==> src/rtl/osd_pkg.sv <==
package osd_pkg;
  // Packed overlay word; bit positions are decoded directly onto the outputs.
  typedef struct packed {
    logic       sel;
    logic [1:0] red;
    logic [2:0] green;
    logic [1:0] blue;
  } ovl_word_t;

  localparam int unsigned OVL_WORD_W = $bits(ovl_word_t);
  localparam int unsigned SYNC_STAGES = 2;
endpackage

==> src/rtl/osd_sync_in.sv <==
module osd_sync_in #(
  parameter int unsigned STAGES = 2
) (
  input  logic clk,
  input  logic rst_n,
  input  logic raw,
  input  logic active_high,
  output logic act,
  output logic rise
);
  // Polarity folded in ahead of the flops so a polarity change moving with
  // the idle level of the pin never produces a false edge.
  logic [STAGES:0] pipe;

  always_ff @(posedge clk or negedge rst_n) begin
    if (!rst_n) pipe <= '0;
    else        pipe <= {pipe[STAGES-1:0], raw ~^ active_high};
  end

  assign act  = pipe[STAGES-1];
  assign rise = pipe[STAGES-1] & ~pipe[STAGES];
endmodule

==> src/rtl/osd_raster.sv <==
module osd_raster #(
  parameter int unsigned PIX_W      = 12,
  parameter int unsigned LINE_W     = 12,
  parameter int unsigned LINE_WORDS = 64,
  parameter int unsigned GRP_W      = 8,
  parameter int unsigned SCALE_LOG2 = 2,
  localparam int unsigned WORDS_W   = $clog2(LINE_WORDS + 1),
  localparam int unsigned IDX_W     = $clog2(LINE_WORDS)
) (
  input  logic              clk,
  input  logic              rst_n,
  input  logic              hs_rise,
  input  logic              vs_rise,
  input  logic [PIX_W-1:0]  cfg_col,
  input  logic [LINE_W-1:0] cfg_line,
  input  logic [WORDS_W-1:0] cfg_words,
  input  logic [GRP_W-1:0]  cfg_groups,
  output logic              in_win,
  output logic [IDX_W-1:0]  word_idx,
  output logic              rd_bank,
  output logic              swap_now,
  output logic              swap_pulse
);
  localparam logic [WORDS_W-1:0] MAX_WORDS = WORDS_W'(LINE_WORDS);
  localparam logic [PIX_W-1:0]   PIX_MAX   = '1;

  logic [PIX_W-1:0]   pix_cnt;
  logic [LINE_W-1:0]  line_cnt;
  logic [PIX_W-1:0]   win_col;
  logic [LINE_W-1:0]  win_line;
  logic [WORDS_W-1:0] win_words;
  logic [GRP_W-1:0]   win_groups;

  // column counter restarts on the horizontal edge and saturates.
  always_ff @(posedge clk or negedge rst_n) begin
    if (!rst_n)                pix_cnt <= '0;
    else if (hs_rise)          pix_cnt <= '0;
    else if (pix_cnt != PIX_MAX) pix_cnt <= pix_cnt + PIX_W'(1);
  end

  // all-ones marks "before line 0" after a vertical edge.
  always_ff @(posedge clk or negedge rst_n) begin
    if (!rst_n)       line_cnt <= '1;
    else if (vs_rise) line_cnt <= '1;
    else if (hs_rise) line_cnt <= line_cnt + LINE_W'(1);
  end

  // window captured once per frame.
  always_ff @(posedge clk or negedge rst_n) begin
    if (!rst_n) begin
      win_col    <= '0;
      win_line   <= '0;
      win_words  <= '0;
      win_groups <= '0;
    end else if (vs_rise) begin
      win_col    <= cfg_col;
      win_line   <= cfg_line;
      win_words  <= (cfg_words > MAX_WORDS) ? MAX_WORDS : cfg_words;
      win_groups <= cfg_groups;
    end
  end

  logic [PIX_W-1:0]  rel_col;
  logic [LINE_W-1:0] rel_line;
  logic [PIX_W:0]    col_span;
  logic [LINE_W:0]   row_span;
  logic              in_cols, in_rows, last_phase;

  assign rel_col  = pix_cnt - win_col;
  assign rel_line = line_cnt - win_line;
  assign col_span = (PIX_W+1)'(win_words) << SCALE_LOG2;
  assign row_span = (LINE_W+1)'(win_groups) << SCALE_LOG2;

  assign in_cols    = (pix_cnt >= win_col) && ({1'b0, rel_col} < col_span);
  assign in_rows    = (line_cnt >= win_line) && ({1'b0, rel_line} < row_span);
  assign last_phase = &rel_line[SCALE_LOG2-1:0];

  assign in_win   = in_cols && in_rows;
  assign word_idx = rel_col[SCALE_LOG2 +: IDX_W];

  // swap decided by the edge that closes the last line of a group.
  assign swap_now = hs_rise && in_rows && last_phase;

  always_ff @(posedge clk or negedge rst_n) begin
    if (!rst_n) begin
      rd_bank    <= 1'b0;
      swap_pulse <= 1'b0;
    end else begin
      swap_pulse <= swap_now;
      if (swap_now) rd_bank <= ~rd_bank;
    end
  end


  pix_zero_chk: assert property (@(posedge clk) disable iff (!rst_n)
    hs_rise |=> pix_cnt == '0);


  line_restart_chk: assert property (@(posedge clk) disable iff (!rst_n)
    vs_rise |=> line_cnt == '1);


  bank_toggle_chk: assert property (@(posedge clk) disable iff (!rst_n)
    swap_pulse |-> rd_bank != $past(rd_bank));


  bank_hold_chk: assert property (@(posedge clk) disable iff (!rst_n)
    !swap_pulse |-> rd_bank == $past(rd_bank));


  pix_sat_chk: assert property (@(posedge clk) disable iff (!rst_n)
    (pix_cnt == PIX_MAX && !hs_rise) |=> pix_cnt == PIX_MAX);
endmodule

==> src/rtl/osd_line_buf.sv <==
module osd_line_buf #(
  parameter int unsigned WORD_W = 8,
  parameter int unsigned DEPTH  = 64,
  localparam int unsigned IDX_W = $clog2(DEPTH)
) (
  input  logic              clk,
  input  logic              wr_en,
  input  logic              wr_bank,
  input  logic [IDX_W-1:0]  wr_addr,
  input  logic [WORD_W-1:0] wr_data,
  input  logic              rd_bank,
  input  logic [IDX_W-1:0]  rd_idx,
  output logic [WORD_W-1:0] rd_data
);
  logic [WORD_W-1:0] bank_mem [2][DEPTH];

  // writes land only in the bank named by the caller.
  always_ff @(posedge clk) begin
    if (wr_en) bank_mem[wr_bank][wr_addr] <= wr_data;
  end

  assign rd_data = bank_mem[rd_bank][rd_idx];
endmodule

==> src/rtl/osd_sync_overlay.sv <==
module osd_sync_overlay
  import osd_pkg::*;
#(
  parameter int unsigned PIX_W      = 12,
  parameter int unsigned LINE_W     = 12,
  parameter int unsigned LINE_WORDS = 64,
  parameter int unsigned GRP_W      = 8,
  parameter int unsigned SCALE_LOG2 = 2,
  localparam int unsigned WORDS_W   = $clog2(LINE_WORDS + 1),
  localparam int unsigned IDX_W     = $clog2(LINE_WORDS)
) (
  input  logic               clk,
  input  logic               rst_n,
  input  logic               hsync_raw,
  input  logic               vsync_raw,
  input  logic               hs_active_high,
  input  logic               vs_active_high,
  input  logic [PIX_W-1:0]   cfg_col,
  input  logic [LINE_W-1:0]  cfg_line,
  input  logic [WORDS_W-1:0] cfg_words,
  input  logic [GRP_W-1:0]   cfg_groups,
  input  logic               wr_valid,
  output logic               wr_ready,
  input  logic [IDX_W-1:0]   wr_addr,
  input  logic [OVL_WORD_W-1:0] wr_data,
  output logic               mux_sel,
  output logic [1:0]         ovl_r,
  output logic [2:0]         ovl_g,
  output logic [1:0]         ovl_b,
  output logic               swap_pulse,
  output logic               rd_bank
);
  logic hs_act, hs_rise, vs_act, vs_rise;
  logic in_win, swap_now;
  logic [IDX_W-1:0] word_idx;
  logic [OVL_WORD_W-1:0] rd_word;
  ovl_word_t out_q;

  osd_sync_in #(.STAGES(SYNC_STAGES)) u_hsync (
    .clk(clk), .rst_n(rst_n), .raw(hsync_raw), .active_high(hs_active_high),
    .act(hs_act), .rise(hs_rise));

  osd_sync_in #(.STAGES(SYNC_STAGES)) u_vsync (
    .clk(clk), .rst_n(rst_n), .raw(vsync_raw), .active_high(vs_active_high),
    .act(vs_act), .rise(vs_rise));

  osd_raster #(
    .PIX_W(PIX_W), .LINE_W(LINE_W), .LINE_WORDS(LINE_WORDS),
    .GRP_W(GRP_W), .SCALE_LOG2(SCALE_LOG2)
  ) u_raster (
    .clk(clk), .rst_n(rst_n), .hs_rise(hs_rise), .vs_rise(vs_rise),
    .cfg_col(cfg_col), .cfg_line(cfg_line), .cfg_words(cfg_words),
    .cfg_groups(cfg_groups), .in_win(in_win), .word_idx(word_idx),
    .rd_bank(rd_bank), .swap_now(swap_now), .swap_pulse(swap_pulse));

  // hold off the host in the one cycle the banks change roles.
  assign wr_ready = ~swap_now;

  osd_line_buf #(.WORD_W(OVL_WORD_W), .DEPTH(LINE_WORDS)) u_lbuf (
    .clk(clk), .wr_en(wr_valid & wr_ready), .wr_bank(~rd_bank),
    .wr_addr(wr_addr), .wr_data(wr_data), .rd_bank(rd_bank),
    .rd_idx(word_idx), .rd_data(rd_word));

  // one output register; blanking and window force pass-through.
  always_ff @(posedge clk or negedge rst_n) begin
    if (!rst_n)                          out_q <= '0;
    else if (in_win && !hs_act && !vs_act) out_q <= ovl_word_t'(rd_word);
    else                                 out_q <= '0;
  end

  assign mux_sel = out_q.sel;
  assign ovl_r   = out_q.red;
  assign ovl_g   = out_q.green;
  assign ovl_b   = out_q.blue;


  vs_quiet_chk: assert property (@(posedge clk) disable iff (!rst_n)
    $past(vs_act) |-> (!mux_sel && ovl_r == '0 && ovl_g == '0 && ovl_b == '0));


  swap_block_chk: assert property (@(posedge clk) disable iff (!rst_n)
    !wr_ready |=> swap_pulse);
endmodule

==> config.mk <==
export PLATFORM = sky130hd
export DESIGN_NAME = osd_sync_overlay
export DESIGN_NICKNAME = d
export VERILOG_FILES = /design/src/rtl/osd_pkg.sv /design/src/rtl/osd_sync_in.sv /design/src/rtl/osd_raster.sv /design/src/rtl/osd_line_buf.sv /design/src/rtl/osd_sync_overlay.sv
export SDC_FILE = /design/constraint.sdc
export NUM_CORES = 1
export LEC_CHECK = 0
export ABC_AREA = 0
export BUFFER_PORTS_ARGS = -buffer_cell sky130_fd_sc_hd__buf_2
export CAP_MARGIN = 25
export CORE_ASPECT_RATIO = 1.25
export CORE_MARGIN = 2
export CORE_UTILIZATION = 25
export CTS_CLUSTER_DIAMETER = 150
export DETAILED_ROUTE_END_ITERATION = 16
export GPL_TIMING_DRIVEN = 0
export PLACE_DENSITY = 0.36
export SLEW_MARGIN = 20
export SYNTH_ARGS = -nofsm -noshare
export SYNTH_HDL_FRONTEND = slang
export SYNTH_SLANG_ARGS = --single-unit
==> constraint.sdc <==
create_clock -name clk -period 5.4 [get_ports clk]
set_input_delay 0.81 -clock clk [delete_from_list [all_inputs] [get_ports clk]]
set_output_delay 0.81 -clock clk [all_outputs]
set_load 0.05 [all_outputs]
Yosys cells after proc, flatten, opt, wreduce, memory -nomap -nowiden
Memories as Yosys holds them, arrays and structs flattened.
Cells that the tools add are included.
{"block": "op_classes", "add_sub_neg": 4, "bitwise": 11, "n_reduce_logical": 13, "magnitude_cmp": 8, "eq_ne": 1, "mux": 13}
{"cell": "2-to-1 mux 512 bit", "count": 1}
{"cell": "binary-select mux 8 bit (select 6 bit)", "count": 1}
{"cell": "demux 8 bit (select 6 bit)", "count": 1}
{"cell": "2-to-1 mux 12 bit", "count": 4}
{"cell": "2-to-1 mux 8 bit", "count": 4}
{"cell": "adder 12 x 1 -> 12 bit (second input constant)", "count": 2}
{"cell": ">= comparator 12 bit", "count": 2}
{"cell": "subtractor 12 bit", "count": 2}
{"cell": ">= comparator 7 bit (second input constant)", "count": 2}
{"cell": "NOT 6 -> 7 bit", "count": 2}
{"cell": "less-than comparator 12 x 10 -> 1 bit", "count": 1}
{"cell": "less-than comparator 12 x 9 -> 1 bit", "count": 1}
{"cell": "inequality test 12 bit (second input constant)", "count": 1}
{"cell": "logical AND 1 bit", "count": 8}
{"cell": "> comparator 7 bit (second input constant)", "count": 1}
{"cell": "less-than comparator 7 x 1 -> 1 bit (second input constant)", "count": 1}
{"cell": "2-to-1 mux 7 bit", "count": 1}
{"cell": "NOT 1 bit", "count": 4}
{"cell": "nonzero test 2 bit", "count": 2}
{"cell": "bitwise AND 1 bit", "count": 3}
{"cell": "zero test 1 bit", "count": 2}
{"cell": "AND reduction 2 bit", "count": 1}
{"cell": "XNOR 1 bit", "count": 2}
{"cell": "2-to-1 mux 1 bit", "count": 1}
{"block": "word_totals", "regBits": 79, "out_inout_bits": 11, "word_cells": 65, "mem_count": 1, "mem_bits_rw": 1024, "in_bits": 60}
{"name": "u_lbuf.bank_mem", "depth": 2, "width": 512, "rd": 1, "rd_ports_with_merged_regs": 0, "wr": 1, "line": "osd_line_buf.sv:15", "rtl": "logic [WORD_W-1:0] bank_mem [2][DEPTH];"}

Logic depth before layout (Yosys ltp)
Gate-level depths: netlist of run 1.
{"block": "depth", "word_depth": 9, "mapped_depth": 18, "ltp_nobuf": 16}

Cells and area by module
From an unflattened synthesis of run 1, not the netlist that was laid out.
{"block": "hier_totals", "hier_cells": 2063, "area_unflattened_um2": 43779.5}
{"mod": "osd_line_buf", "cells_per_inst": 1614, "seq_area_each_um2": 30749.5, "area_per_inst_um2": 39425.3, "instances": 1}
{"mod": "osd_raster", "cells_per_inst": 420, "seq_area_each_um2": 1641.6, "area_per_inst_um2": 3860.0, "instances": 1}
{"mod": "osd_sync_overlay", "cells_per_inst": 19, "seq_area_each_um2": 200.2, "area_per_inst_um2": 314.1, "instances": 1}
{"mod": "osd_sync_in", "cells_per_inst": 5, "seq_area_each_um2": 75.1, "area_per_inst_um2": 90.1, "instances": 2}

Worst setup path after synthesis of run 1
Ideal clock, no wire load.
{"block": "synth_path", "path_type": "reg-to-output", "startpoint": "register u_raster.line_cnt[0]", "endpoint": "output port wr_ready", "arrival_time_ns": 3.491, "stages_incl_launch_ff": 18, "path_buffers": 1, "required_ns": 4.590, "setup_slack_ns": 1.099, "path_cell_list": "dfstp_2 > inv_1 > ha_1 > fa_1 > nor2b_1 > or2_1 > a41o_1 > a21o_1 > a21oi_1 > xnor2_1 > ha_1 > a21o_1 > a21oi_1 > nand2_1 > nor4_1 > nor4b_2 > buf_2 > inv_1"}
{"block": "synth_via", "elab_chain_cells": 6}
{"item": "start: declaration", "line": "osd_raster.sv:28", "rtl": "logic [LINE_W-1:0] line_cnt;"}
{"item": "start signal: assignment", "line": "osd_raster.sv:45", "rtl": "else if (hs_rise) line_cnt <= line_cnt + LINE_W'(1);"}
{"item": "subtractor 12 bit", "line": "osd_raster.sv:70", "rtl": "assign rel_line = line_cnt - win_line;"}
{"item": "less-than comparator 12 x 10 -> 1 bit", "line": "osd_raster.sv:75", "rtl": "assign in_rows = (line_cnt >= win_line) && ({1'b0, rel_line} < row_span);"}
{"item": "logical AND 1 bit", "line": "osd_raster.sv:75"}
{"item": "logical AND 1 bit", "line": "osd_raster.sv:82", "rtl": "assign swap_now = hs_rise && in_rows && last_phase;"}
{"item": "logical AND 1 bit *", "line": "osd_raster.sv:82"}
{"item": "net swap_now", "line": "osd_sync_overlay.sv:34", "rtl": "logic in_win, swap_now;"}
{"item": "NOT 1 bit *", "line": "osd_sync_overlay.sv:57", "rtl": "assign wr_ready = ~swap_now;"}
{"item": "end: declaration", "line": "osd_sync_overlay.sv:23", "rtl": "output logic wr_ready,"}
Mark *: on every way through the listed nets, which the timed path passes. The rest lies on a longest branch.

Worst setup path in the final report of run 1
{"block": "layout_path", "startpoint": "register u_raster.rd_bank", "endpoint": "memory u_lbuf.bank_mem[0][76] (netlist name) (enable)"}
{"block": "layout_via", "elab_chain_cells": 1}
{"item": "start: declaration", "line": "osd_raster.sv:20", "rtl": "output logic rd_bank,"}
{"item": "start signal: assignment", "line": "osd_raster.sv:90", "rtl": "if (swap_now) rd_bank <= ~rd_bank;"}
{"item": "NOT 1 bit", "line": "osd_sync_overlay.sv:60", "rtl": ".clk(clk), .wr_en(wr_valid & wr_ready), .wr_bank(~rd_bank),"}
{"item": "end: declaration", "line": "osd_line_buf.sv:15"}
Every way passes these cells.

==> summary.md, run 1 <==
| Metric | Value |
|---|---|
| Worst-skew pair later-pin latency | `0.75 ns` |
| Largest net degree at the start of global routing | `109` |
| Hold Crit Start | `vsync_raw` |
| Antenna violations before repair | `8` |
| Share of layout cells above drive strength 1 | `about 28%` |
| Period utilization | `97.56%` |
| Synth async-reset ratio | `approximately 7.2%` |
| H-tree depth | `3` |
| Via density | `4.844` |
| GP Congestion | `approximately 0.86` |
| Seq cells post-synth | `about 1.1k` |
| Cell Area, Synth | `44,790 um2` |
| Clock root cell | `clkbuf_16` |
| Yosys top cell area share | `between 60% and 70%` |
| Via count | `between 20k and 30k` |
| Total of max-cap violations | `0` |
| Design area | `54,110 um2` |
| Hold WC Path Type | `in2reg` |
| Number of flops mapped to enable cells by yosys | `slightly above 1k` |
| Register area share after synthesis | `about three quarters` |
| Net count after synthesis | `2,685` |
| CP Class | `reg2reg` |
| Final min period | `~5.3 ns` |
| Unique masters post-synth | `66` |
| Count leader, synth | `edfxtp_1` |
| Worst-case clock buffer depth | `3` |
| Die W | `about 380 um` |
| Power per cell area | `596.1 nW/um2` |
| Hold depth | `2` |
| Max Fclk | `189.8 MHz` |
| Full die area | `between 150,000 and 200,000 um2` |
| Setup-failing EPs final | `0` |
| GRT overflow | `0` |
| Nets | `approximately 3k` |
| Post-synthesis cell count | `between 2k and 3k` |
| Fin util | `approximately 30%` |
| Synthesized area per cell | `~17 um2` |
| FF-to-FF path depth | `8` |
| Slew Viols, Final | `0` |
| Final Power | `approximately 32 mW` |
| Dpl ws | `-0.7366 ns` |
| Rows | `about 170` |
| I/O Buffers | `70` |
| Area leader, netlist | `edfxtp_1` |
| Slew of the pin with the lowest slew margin | `1.194 ns` |
| WL per Instance | `around 29 um` |
| CP endpoint kind | `flip-flop` |
| Final Hold Violating Endpoints | `0` |
| Multi-input logic area | `roughly 12,000 um2` |
| Most common library cells after synthesis | `edfxtp_1, nand2_1, mux4_2` |
| DR iter-0 viols | `1,966` |
| TritonCTS clock tree | `built` |
| Worst-path clk slew | `~0.060 ns` |
| Number of global-route vias before repair | `between 20k and 30k` |
| Worst path arrival time | `about 5.7 ns` |
| IO Count | `about 70` |
| Routed wire length | `156,400 um` |
| Post-DP HPWL | `between 100,000 and 150,000 um` |
| Starting density of the core | `about 25%` |
| Crit start category | `flip-flop` |
| Reg area | `approximately 33,000 um2` |
| Setup TNS | `0 ns` |
| Crit Path Max Fanout | `10` |
| First-pass GRT wire length | `between 200,000 and 250,000 um` |
| Final Skew | `between 0.02 and 0.03 ns` |
| CTS Buf Count | `approximately 120` |
| Fillers | `roughly 18k` |
| Synthesis-to-finish area growth | `20.81%` |
| RSZ-0062 raised after global routing | `false` |
| Critical R2R Capture | `u_lbuf.bank_mem[0][76]$_DFFE_PP_` |
| Core area | `roughly 180,000 um2` |
| DRT antenna net count | `0` |
| Leakage | `~18 nW` |
| Clock sink count | `approximately 1.1k` |
| Maximum vdd drop | `~0.41 mV` |
| Largest cells by area after synthesis | `edfxtp_1, mux4_2, dfrtp_1` |
| Reg2reg start | `u_raster.rd_bank$_DFFE_PN0N_` |
| DRC viols | `0` |
| Pre-antenna DRT Iters | `6` |
| DP Area | `roughly 50,000 um2` |
| Worst Path Required | `about 6 ns` |
| Hold EP | `u_vsync.pipe[0]$_DFF_PN0_` |
| Ys Warns | `0` |
| Top_reg_cell synth | `edfxtp_1` |
| Reg2Reg Setup Slack | `between 0.1 and 0.15 ns` |
| Tot GR Track Use | `16.97%` |
| Max_slew headroom | `about a fifth` |
| Status | `complete, no violations` |
| Worst setup margin | `about 0.13 ns` |
| Die Height | `between 400 and 500 um` |
area by class of cell:
type / instances / area share [%]
antenna: 3 / 0.01387
buffer: 153 / 1.376
clock buffer: 139 / 5.699
clock inverter: 75 / 1.360
inverter: 47 / 0.3260
multi-input combinational: 1282 / 22.08
sequential: 1103 / 60.50
tap: 2362 / 5.461
timing repair buffer: 211 / 3.177
power breakdown:
part	leakage (nW)	switching [mW]	internal (mW)
clock	1.87	3.41	4.68
combinational	5.49	10.1	4.48
sequential	10.2	0.0968	9.51
through the flow:
stage	std cells	hold slack, ns
after floorplan	2585	0.3312
after detailed placement	5146	0.3420
after global placement	5017	0.3469
final	5375	0.2422
after global routing	5374	0.2170
after CTS	5367	0.1763
worst max-delay path, stage by stage (launching register included):
cell and delay [ns]:
dfrtp_1 0.35, clkbuf_1 0.39, buf_2 0.45, buf_2 0.58, clkbuf_1 0.73, clkbuf_1 0.51
nand3_1 0.94, nor3_2 0.68, buf_4 0.28
timing repair:
action / CTS / global route
hold endpoints to repair: 13 / 0
pin swaps: 8 / 3
setup buffers: 6 / 1
setup endpoints to repair: 947 / 9
resized for setup: 20 / 13
hold buffers: 1 / 0
flip-flops by register name, summed over array words and instances (netlist names), 2 cells and up:
signal,flops
ovl_b,2
u_raster.win_groups,8
u_raster.win_line,12
u_raster.win_words,7
u_raster.line_cnt,12
u_raster.win_col,12
u_hsync.pipe,3
ovl_g,3
u_raster.pix_cnt,12
u_lbuf.bank_mem,1024
ovl_r,2
u_vsync.pipe,3
layer usage:
| layer | vias to the layer above | GRT usage (%) | share of wire, % |
|---|---|---|---|
| li1 | 11080 | - | - |
| met1 | 13670 | 20.06 | 38 |
| met4 | 2 | 8.111 | 5.0 |
| met3 | 282 | 3.021 | 6.0 |
| met2 | 1000 | 29.65 | 51 |
| met5 | - | 0 | 0.0058 |
worst max-delay path by stage:
| stage | startpoint | end | slack, ns | depth (start not counted) |
|---|---|---|---|---|
| 3_5_place_dp | u_raster.line_cnt[0]$_DFFE_PN1P_ | wr_ready | -0.74 | 18 |
| 5_1_grt | u_raster.line_cnt[0]$_DFFE_PN1P_ | wr_ready | 0.01 | 18 |
| 3_3_place_gp | u_raster.rd_bank$_DFFE_PN0N_ | u_lbuf.bank_mem[0][262]$_DFFE_PP_ | -0.84 | 7 |
| 6_report | u_raster.rd_bank$_DFFE_PN0N_ | u_lbuf.bank_mem[0][76]$_DFFE_PP_ | 0.13 | 8 |
| 2_1_floorplan | u_raster.line_cnt[0]$_DFFE_PN1P_ | wr_ready | 1.10 | 17 |
| 4_1_cts | u_raster.line_cnt[1]$_DFFE_PN1P_ | wr_ready | -0.05 | 17 |
placed cells by master, fill, tap and decap left out, types with 25 or more instances in the layout:
cell / count
a21oi_1: 33
a22oi_1: 47
a31oi_1: 25
buf_2: 113
buf_4: 115
buf_6: 31
clkbuf_1: 83
clkbuf_16: 120
clkinv_1: 25
dfrtp_1: 67
edfxtp_1: 1024
ha_1: 35
inv_1: 46
mux2i_1: 49
mux4_2: 206
nand2_1: 225
nand3_1: 97
nor2_1: 39
nor3_1: 65
nor3_2: 132
o21ai_0: 64
kinds of logic (layout without fill, tap and decap cells):
group / Yosys count / after routing / synth area share, %
AO/OA/AOI/OAI: 308 / 308 / 4.821
XOR/XNOR: 28 / 28 / 0.5810
adder cells (fa/ha/maj): 40 / 40 / 1.134
buffers and inverters: 200 / 625 / 1.972
flip-flops: 1103 / 1103 / 73.09
multiplexers: 260 / 260 / 11.58
other: 0 / 3 / 0
AND/OR/NAND/NOR: 646 / 646 / 6.818
No activity file was read; power rests on OpenSTA's default activity.
==> run 2, diff against run 1 <==
Settings changed: PLACE_DENSITY 0.36 to 0.47.
==> run 2 against run 1 <==
Flip-flop and latch count unchanged. Total power down 1.6%. Final cell count about the same. Register-to-register slack worse by 0.17 ns. The run now ends with setup timing left. Global-route usage down 1.6 points. Combinational power down 5%. Sequential share of layout area about the same. Non-clock buffer count down 6. Design area about the same.
==> summary.md, run 2 (same netlist as run 1, synthesis figures left out) <==
| Metric | Value |
|---|---|
| Reg2reg start | `u_raster.pix_cnt[2]$_DFFE_PN0P_ (was u_raster.rd_bank$_DFFE_PN0N_)` |
| GRT overflow | `0 (unchanged)` |
| Hold Crit Start | `vsync_raw (unchanged)` |
| DR iter-0 viols | `2,579 (was 1,966)` |
| Seq pwr share | `30.3% (was 29.8%)` |
| Slew Viols, Final | `0 (unchanged)` |
| Crit start category | `flip-flop (unchanged)` |
| Setup TNS | `-0.03513 ns (was 0 ns)` |
| Synthesis-to-finish area growth | `20.74% (was 20.81%)` |
| Post-DP HPWL | `98,400 um (was 111,200 um)` |
| DP Area | `49,870 um2 (was 50,040 um2)` |
| Rows | `173 (unchanged)` |
| CTS Buf Count | `117 (unchanged)` |
| Max Fclk | `184.0 MHz (was 189.8 MHz)` |
| Tot GR Track Use | `15.39% (was 16.97%)` |
| Number of global-route vias before repair | `26.52k (was 27.38k)` |
| Via density | `4.817 (was 4.844)` |
| Switching pwr | `13.05 mW (was 13.58 mW)` |
| Cell internal pwr | `18.68 mW (was 18.67 mW)` |
| Via count | `25.88k (was 26.04k)` |
| TritonCTS clock tree | `built (unchanged)` |
| Max_slew headroom | `22.45% (was 20.18%)` |
| Max reg flops | `1,024 (unchanged)` |
| Starting density of the core | `25.17% (unchanged)` |
| GP Congestion | `0.9028 (was 0.8639)` |
| CP peak stage delay | `0.65 ns (was 0.94 ns)` |
| DRC viols | `0 (unchanged)` |
| IO Count | `71 (unchanged)` |
| Worst setup margin | `-0.03513 ns (was 0.1317 ns)` |
| Worst Setup SP | `u_raster.pix_cnt[2]$_DFFE_PN0P_ (was u_raster.rd_bank$_DFFE_PN0N_)` |
| Gate power share | `43.8% (was 45.1%)` |
| Final min period | `5.435 ns (was 5.268 ns)` |
| WL per Instance | `26.56 um (was 29.10 um)` |
| Leading cell type in the layout, fill and taps excluded | `edfxtp_1 (unchanged)` |
| Slew of the pin with the lowest slew margin | `1.154 ns (was 1.194 ns)` |
| Worst Path Required | `6.03 ns (was 5.83 ns)` |
| Total of max-cap violations | `0 (unchanged)` |
| I/O Buffers | `70 (unchanged)` |
| Pre-antenna DRT Iters | `5 (was 6)` |
| Highest-count cells in the layout ignoring fill and taps | `edfxtp_1, nand2_1, mux4_2 (unchanged)` |
| Dpl cells | `5,130 (was 5,146)` |
| Core area | `177,900 um2 (unchanged)` |
| Status | `finished, violations left (was complete, no violations)` |
| RSZ-0062 raised after global routing | `true (was false)` |
| Hold WC Path Type | `in2reg (unchanged)` |
| Clock power frac | `25.9% (was 25.1%)` |
| Period utilization | `100.7% (was 97.56%)` |
| Design area | `54,080 um2 (was 54,110 um2)` |
| H-tree depth | `3 (unchanged)` |
| CP Cell Sequence | `ha_1 > clkbuf_1 > nor2_1 > a21oi_1 > a31oi_1 > xor2_4 > inv_2 > nor2_1 > clkbuf_1 > nand3_1 > nand3_1 > nor3_1 > o211a_1 (was clkbuf_1 > buf_2 > buf_2 > clkbuf_1 > clkbuf_1 > nand3_1 > nor3_2 > buf_4)` |
| DRT antenna net count | `0 (unchanged)` |
| Crit Path Max Fanout | `10 (unchanged)` |
| Nets | `3,009 (was 3,015)` |
| Worst path arrival time | `6.06 ns (was 5.70 ns)` |
| Non-Filler Instances | `5,373 (was 5,375)` |
| First-pass GRT wire length | `200,000 um (was 216,900 um)` |
| CP Class | `reg2reg (unchanged)` |
| Worst-skew pair later-pin latency | `0.78 ns (was 0.75 ns)` |
| Routed wire length | `142,700 um (was 156,400 um)` |
| Final Hold Violating Endpoints | `0 (unchanged)` |
| Clock root cell | `clkbuf_16 (unchanged)` |
| Worst-case clock buffer depth | `3 (unchanged)` |
| Die W | `382.6 um (unchanged)` |
| Maximum vdd drop | `0.3695 mV (was 0.4134 mV)` |
| Final Skew | `0.05558 ns (was 0.02786 ns)` |
| Largest net degree at the start of global routing | `93 (was 109)` |
| Switching Share | `41.13% (was 42.11%)` |
| Most flops, register | `u_lbuf.bank_mem (unchanged)` |
| Share of layout cells above drive strength 1 | `26.85% (was 27.67%)` |
| Failing checks | `setup timing` |
| Full die area | `182,600 um2 (unchanged)` |
| CP endpoint kind | `flip-flop (unchanged)` |
| Worst-path clk slew | `0.06 ns (about the same)` |
| Leakage | `17.49 nW (was 17.55 nW)` |
| Setup-failing EPs final | `1 (was 0)` |
| Die Height | `477.3 um (unchanged)` |
| Power per cell area | `586.7 nW/um2 (was 596.1 nW/um2)` |
| Antenna violations before repair | `9 (was 8)` |
| CP max-delay cell | `clkbuf_1 (was nand3_1)` |
| Clock sink count | `1,103 (unchanged)` |
-- run 2: changes by cell type in the layout (fill, tap and decap cells not counted), moves of 4 or more --
cell / change
clkbuf_1: +16
clkbuf_2: -6
nor3_1: +4
clkinv_2: -6
nor3_2: -6
buf_4: -5
-- run 2: layer usage --
metal	GRT usage, %	share of wire [%]	up-vias
li1	-	-	11070
met3	3.389	7.2	306
met5	0	0.029	-
met4	7.492	5.1	8
met1	19.17	40	13460
met2	25.19	48	1039
-- run 2: worst max-delay path: cells and delay by family, from the launching register on --
family,cells,cell delay [ns]
compound gates,3,1.07
buf+inv,3,1.46
fa+ha+maj,1,0.30
flops,1,0.45
simple gates,5,1.44
xor+xnor,1,0.57
-- run 2: final cells by class --
cell class	count	area [um2]
diodes	2	5.005
plain buffers	153	730.7
clock buffers	147	3062
clock inverters	72	837.1
fillers	17550	123800
inverters	47	178.9
multi-input cells	1282	11910
flip-flops and latches	1103	32740
well taps	2362	2955
repair buffers	205	1664
-- run 2: power by group through the flow --
| stage | clock network (mW) | registers, mW | logic, mW |
|---|---|---|---|
| floorplan | 0 | 9.77 | 7.51 |
| global route | 8.70 | 9.62 | 14.5 |
| detailed placement | 0 | 9.78 | 13.5 |
| CTS | 8.38 | 9.61 | 13.6 |
| finish | 8.22 | 9.61 | 13.9 |
| global placement | 0 | 9.80 | 13.4 |
-- run 2: final timing paths --
kind                                                     endpoint  slack (ns)  cells after the start
worst max-delay path                           ovl_b[0]$_DFF_PN0_       -0.04                     13
max in group asynchronous       u_raster.win_words[4]$_DFFE_PN0P_        4.23                      3
worst min-delay path                    u_vsync.pipe[0]$_DFF_PN0_        0.23                      2
worst max register to register                 ovl_b[0]$_DFF_PN0_       -0.04                     13
worst min register to register          u_vsync.pipe[1]$_DFF_PN0_        0.37                      0
min in group asynchronous        u_raster.win_line[4]$_DFFE_PN0P_        0.56                      2
-- run 2: per-stage QoR --
stage	hold slack (ns)	total power, mW	util (%)	setup WS (ns)
finish	0.2340	31.73	30.40	-0.03513
global route	0.2089	32.78	30.39	-0.1247
CTS	0.1703	31.63	30.30	-0.01030
detailed placement	0.3555	23.29	28.03	-0.6649
global placement	0.3561	23.16	27.03	-0.5933
floorplan	0.3312	17.27	-	1.099
-- run 2: what timing repair did --
item	in CTS	in global routing
setup buffers	7	11
pin swaps	12	10
endpoints found under the hold margin	12	0
gates resized for setup	20	9
setup endpoints to repair	695	52
hold buffers	1	0
==> run 3, diff against run 2 <==
Settings changed: SYNTH_HIERARCHICAL set to 1.
==> run 3 against run 2 <==
The run now ends clean. Setup slack better by 0.12 ns. Core utilization down 0.28 points. Global-route usage down 2.1 points. Critical path depth down 2. Clock power about the same. Wire length down 17%. Flip-flop and latch count unchanged. Clock skew down 0.022 ns. Non-clock buffer count down 167. Worst hold slack worse by 0.14 ns. Largest power group unchanged. Highest routed layer unchanged.
==> summary.md, run 3 <==
| Metric | Value |
|---|---|
| Synth Area in Adders | `1.160% (was 1.134%)` |
| Routed wire length | `118,900 um (was 142,700 um)` |
| Dpl cells | `4,479 (was 5,130)` |
| Hold buffers post-CTS | `0 (was 1)` |
| Fillers | `16.73k (was 17.55k)` |
| Largest cells by area after synthesis | `edfxtp_1, mux4_2, dfrtp_1 (unchanged)` |
| Gate power share | `40.0% (was 43.8%)` |
| Clock root cell | `clkbuf_16 (unchanged)` |
| Setup-failing EPs final | `0 (was 1)` |
| Worst Path Required | `6.02 ns (was 6.03 ns)` |
| Rows | `171 (was 173)` |
| Tot GR Track Use | `13.25% (was 15.39%)` |
| Seq cells post-synth | `1,103 (unchanged)` |
| Highest-count cells in the layout ignoring fill and taps | `edfxtp_1, mux4_2, clkbuf_16 (was edfxtp_1, nand2_1, mux4_2)` |
| Cell Area, Synth | `43,780 um2 (was 44,790 um2)` |
| Leakage | `16.14 nW (was 17.49 nW)` |
| Unique masters post-synth | `56 (was 66)` |
| First-pass GRT wire length | `167,100 um (was 200,000 um)` |
| Pre-antenna DRT Iters | `5 (unchanged)` |
| Final Hold Violating Endpoints | `0 (unchanged)` |
| Number of flops mapped to enable cells by yosys | `1,024 (unchanged)` |
| DP Area | `47,370 um2 (was 49,870 um2)` |
| Antenna violations before repair | `9 (unchanged)` |
| WL per Instance | `25.30 um (was 26.56 um)` |
| Top_reg_cell synth | `edfxtp_1 (unchanged)` |
| Slew of the pin with the lowest slew margin | `1.201 ns (was 1.154 ns)` |
| Post-synthesis compound-gate area fraction | `1.392% (was 4.821%)` |
| Crit path max-delay family | `multiplexers (was buffers and inverters)` |
| DR iter-0 viols | `2,087 (was 2,579)` |
| Largest net degree at the start of global routing | `85 (was 93)` |
| Number of global-route vias before repair | `22.53k (was 26.52k)` |
| Synth async-reset ratio | `7.162% (unchanged)` |
| Die W | `378.3 um (was 382.6 um)` |
| CP endpoint kind | `flip-flop (unchanged)` |
| Full die area | `178,500 um2 (was 182,600 um2)` |
| Ys Warns | `6 (was 0)` |
| Synth Area in Simple Gates | `3.201% (was 6.818%)` |
| TritonCTS clock tree | `built (unchanged)` |
| IO Count | `71 (unchanged)` |
| Synthesized area per cell | `21.22 um2 (was 17.33 um2)` |
| Via count | `21.44k (was 25.88k)` |
| CP peak stage delay | `0.79 ns (was 0.65 ns)` |
| Non-Filler Instances | `4,700 (was 5,373)` |
| Die Height | `471.9 um (was 477.3 um)` |
| Nets | `2,371 (was 3,009)` |
| Total of max-cap violations | `0 (unchanged)` |
| Period utilization | `98.48% (was 100.7%)` |
| Reg2Reg Setup Slack | `0.08 ns (was -0.04 ns)` |
| Most used cell along the critical path | `mux4_2` |
| Worst-path clk slew | `0.06 ns (about the same)` |
| Leading cell type in the layout, fill and taps excluded | `edfxtp_1 (unchanged)` |
| Max Fclk | `188.0 MHz (was 184.0 MHz)` |
| RSZ-0062 raised after global routing | `true (unchanged)` |
| Crit start category | `flip-flop (unchanged)` |
| Switching Share | `34.02% (was 41.13%)` |
| Count leader, synth | `edfxtp_1 (unchanged)` |
| FF-to-FF path depth | `11 (was 13)` |
| Max reg flops | `1,024 (unchanged)` |
| Dpl ws | `-1.164 ns (was -0.6649 ns)` |
| Critical R2R Capture | `ovl_r[0]$_DFF_PN0_ (was ovl_b[0]$_DFF_PN0_)` |
| DRT antenna net count | `0 (unchanged)` |
| H-tree depth | `3 (unchanged)` |
| Worst-skew pair later-pin latency | `0.74 ns (was 0.78 ns)` |
| Final Skew | `0.03328 ns (was 0.05558 ns)` |
| Cell internal pwr | `19.64 mW (was 18.68 mW)` |
| Area leader, netlist | `edfxtp_1 (unchanged)` |
| Clock power frac | `27.7% (was 25.9%)` |
| Share of layout cells above drive strength 1 | `33.80% (was 26.85%)` |
| CP Buf/Inv Count | `2 (was 3)` |
| Post-synthesis xor/xnor area fraction | `0.5402% (was 0.5810%)` |
| Largest family of logic cells by synthesized area | `multiplexers (unchanged)` |
| Worst setup margin | `0.08195 ns (was -0.03513 ns)` |
| GP Congestion | `0.8279 (was 0.9028)` |
| Max_slew headroom | `19.72% (was 22.45%)` |
| CP Class | `reg2reg (unchanged)` |
| DRC viols | `0 (unchanged)` |
| Post-DP HPWL | `81,920 um (was 98,400 um)` |
| Final min period | `5.318 ns (was 5.435 ns)` |
| CTS Buf Count | `112 (was 117)` |
| Maximum vdd drop | `0.3499 mV (was 0.3695 mV)` |
| Design area | `52,380 um2 (was 54,080 um2)` |
| Most flops, register | `u_lbuf/bank_mem (was u_lbuf.bank_mem)` |
| CP Cell Sequence | `ha_1 > nor2b_4 > o31a_1 > a21oi_2 > buf_1 > buf_1 > mux4_2 > mux4_2 > mux4_2 > mux2_2 > and4bb_2 (was ha_1 > clkbuf_1 > nor2_1 > a21oi_1 > a31oi_1 > xor2_4 > inv_2 > nor2_1 > clkbuf_1 > nand3_1 > nand3_1 > nor3_1 > o211a_1)` |
| GRT overflow | `0 (unchanged)` |
| Most common library cells after synthesis | `edfxtp_1, mux4_2, nor2_1 (was edfxtp_1, nand2_1, mux4_2)` |
| Multiplexer share of the synthesized area | `17.59% (was 11.58%)` |
| Core area | `173,900 um2 (was 177,900 um2)` |
| Via density | `4.562 (was 4.817)` |
| Seq pwr share | `32.3% (was 30.3%)` |
| Fin util | `30.12% (was 30.40%)` |
| Reg area | `32,740 um2 (unchanged)` |
| Clock sink count | `1,103 (unchanged)` |
| Worst-case clock buffer depth | `3 (unchanged)` |
| Slew Viols, Final | `0 (unchanged)` |
| Starting density of the core | `25.17% (about the same)` |
| I/O Buffers | `70 (unchanged)` |
| CP max-delay cell | `buf_1 (was clkbuf_1)` |
| Power per cell area | `568.2 nW/um2 (was 586.7 nW/um2)` |
| Yosys top cell area share | `70.24% (was 68.65%)` |
| Net count after synthesis | `2,163 (was 2,685)` |
| Hold WC Path Type | `in2async (was in2reg)` |
| Synthesis-to-finish area growth | `19.65% (was 20.74%)` |
| Final Power | `29.76 mW (was 31.73 mW)` |
| Status | `complete, no violations (was finished, violations left)` |
| Register area share after synthesis | `74.79% (was 73.09%)` |
| Post-synthesis cell count | `2,063 (was 2,585)` |
| Crit Path Max Fanout | `10 (unchanged)` |
| Worst path arrival time | `5.94 ns (was 6.06 ns)` |
| Multi-input logic area | `11,270 um2 (was 11,910 um2)` |
| Switching pwr | `10.13 mW (was 13.05 mW)` |
| Reg2reg start | `u_raster/pix_cnt[1]$_DFFE_PN0P_ (was u_raster.pix_cnt[2]$_DFFE_PN0P_)` |
-- run 3: cell count changes in the layout (fill, tap and decap cells not counted), moves of 24 or more --
cell      before  now
a22oi_1       47    0
a31oi_1       25    1
buf_2        115   79
buf_4        110   16
clkbuf_1      99   54
mux2i_1       49    1
mux4_2       206  336
nand2_1      225   64
nand3_1       97    6
nor2_2         0   27
nor2_4         0   79
nor3_1        69    4
nor3_2       126    1
-- run 3: cell families (layout without fill, tap and decap cells) --
logic type | after synthesis | after routing
xor+xnor | 27 | 27
buf+inv | 139 | 437
simple gates | 307 | 307
mux | 348 | 348
compound gates | 99 | 99
fa+ha+maj | 40 | 40
flops | 1103 | 1103
other cells | 0 | 4
-- run 3: per-stage QoR --
step / hold WS [ns] / setup TNS (ns)
finish: 0.09099 / 0
CTS: 0.03503 / -4.962
detailed placement: 0.3396 / -670.01
global placement: 0.3388 / -753.09
floorplan: 0.3312 / 0
global route: 0.1039 / -1.255
-- run 3: layer usage --
layer / GRT usage [%] / vias to the layer above / wire, um
li1: - / 8949 / -
met1: 15.93 / 11660 / 46120
met2: 23.47 / 658 / 62160
met4: 4.941 / 4 / 3867
met5: 0 / - / 34
met3: 2.416 / 174 / 6746
-- run 3: worst max-delay path by stage --
stage	from	end	slack, ns	cells after the start
after floorplan	u_raster/line_cnt[1]$_DFFE_PN1P_	u_lbuf/bank_mem[1][144]$_DFFE_PP_	0.96	19
after global placement	u_raster/line_cnt[0]$_DFFE_PN1P_	u_lbuf/bank_mem[1][410]$_DFFE_PP_	-1.34	21
after detailed placement	u_raster/line_cnt[0]$_DFFE_PN1P_	u_lbuf/bank_mem[1][401]$_DFFE_PP_	-1.16	21
after CTS	u_raster/pix_cnt[2]$_DFFE_PN0P_	ovl_r[0]$_DFF_PN0_	-0.24	11
after global routing	u_raster/line_cnt[0]$_DFFE_PN1P_	wr_ready	-0.20	20
final	u_raster/pix_cnt[1]$_DFFE_PN0P_	ovl_r[0]$_DFF_PN0_	0.08	11
-- run 3: power groups by stage --
stage,combinational (mW),clock (mW),sequential (mW)
2_1_floorplan,7.14,0,9.76
3_3_place_gp,11.7,0,9.80
3_5_place_dp,11.9,0,9.79
4_1_cts,12.0,8.47,9.62
5_1_grt,12.4,8.79,9.63
6_report,11.9,8.25,9.62
-- run 3: area by class of cell --
class	instances	area share [%]
inverters	42	0.3081
well taps	2335	5.577
multi-input cells	821	21.52
flip-flops and latches	1103	62.50
diodes	4	0.01911
repair buffers	94	1.600
clock buffers	132	5.613
clock inverters	72	1.949
plain buffers	97	0.9148
-- run 3: repair_timing --
action,CTS,global route
setup endpoints to repair,1033,785
pin swaps,3,11
buffers inserted,5,3
gates cloned,0,0
gates resized for setup,169,70
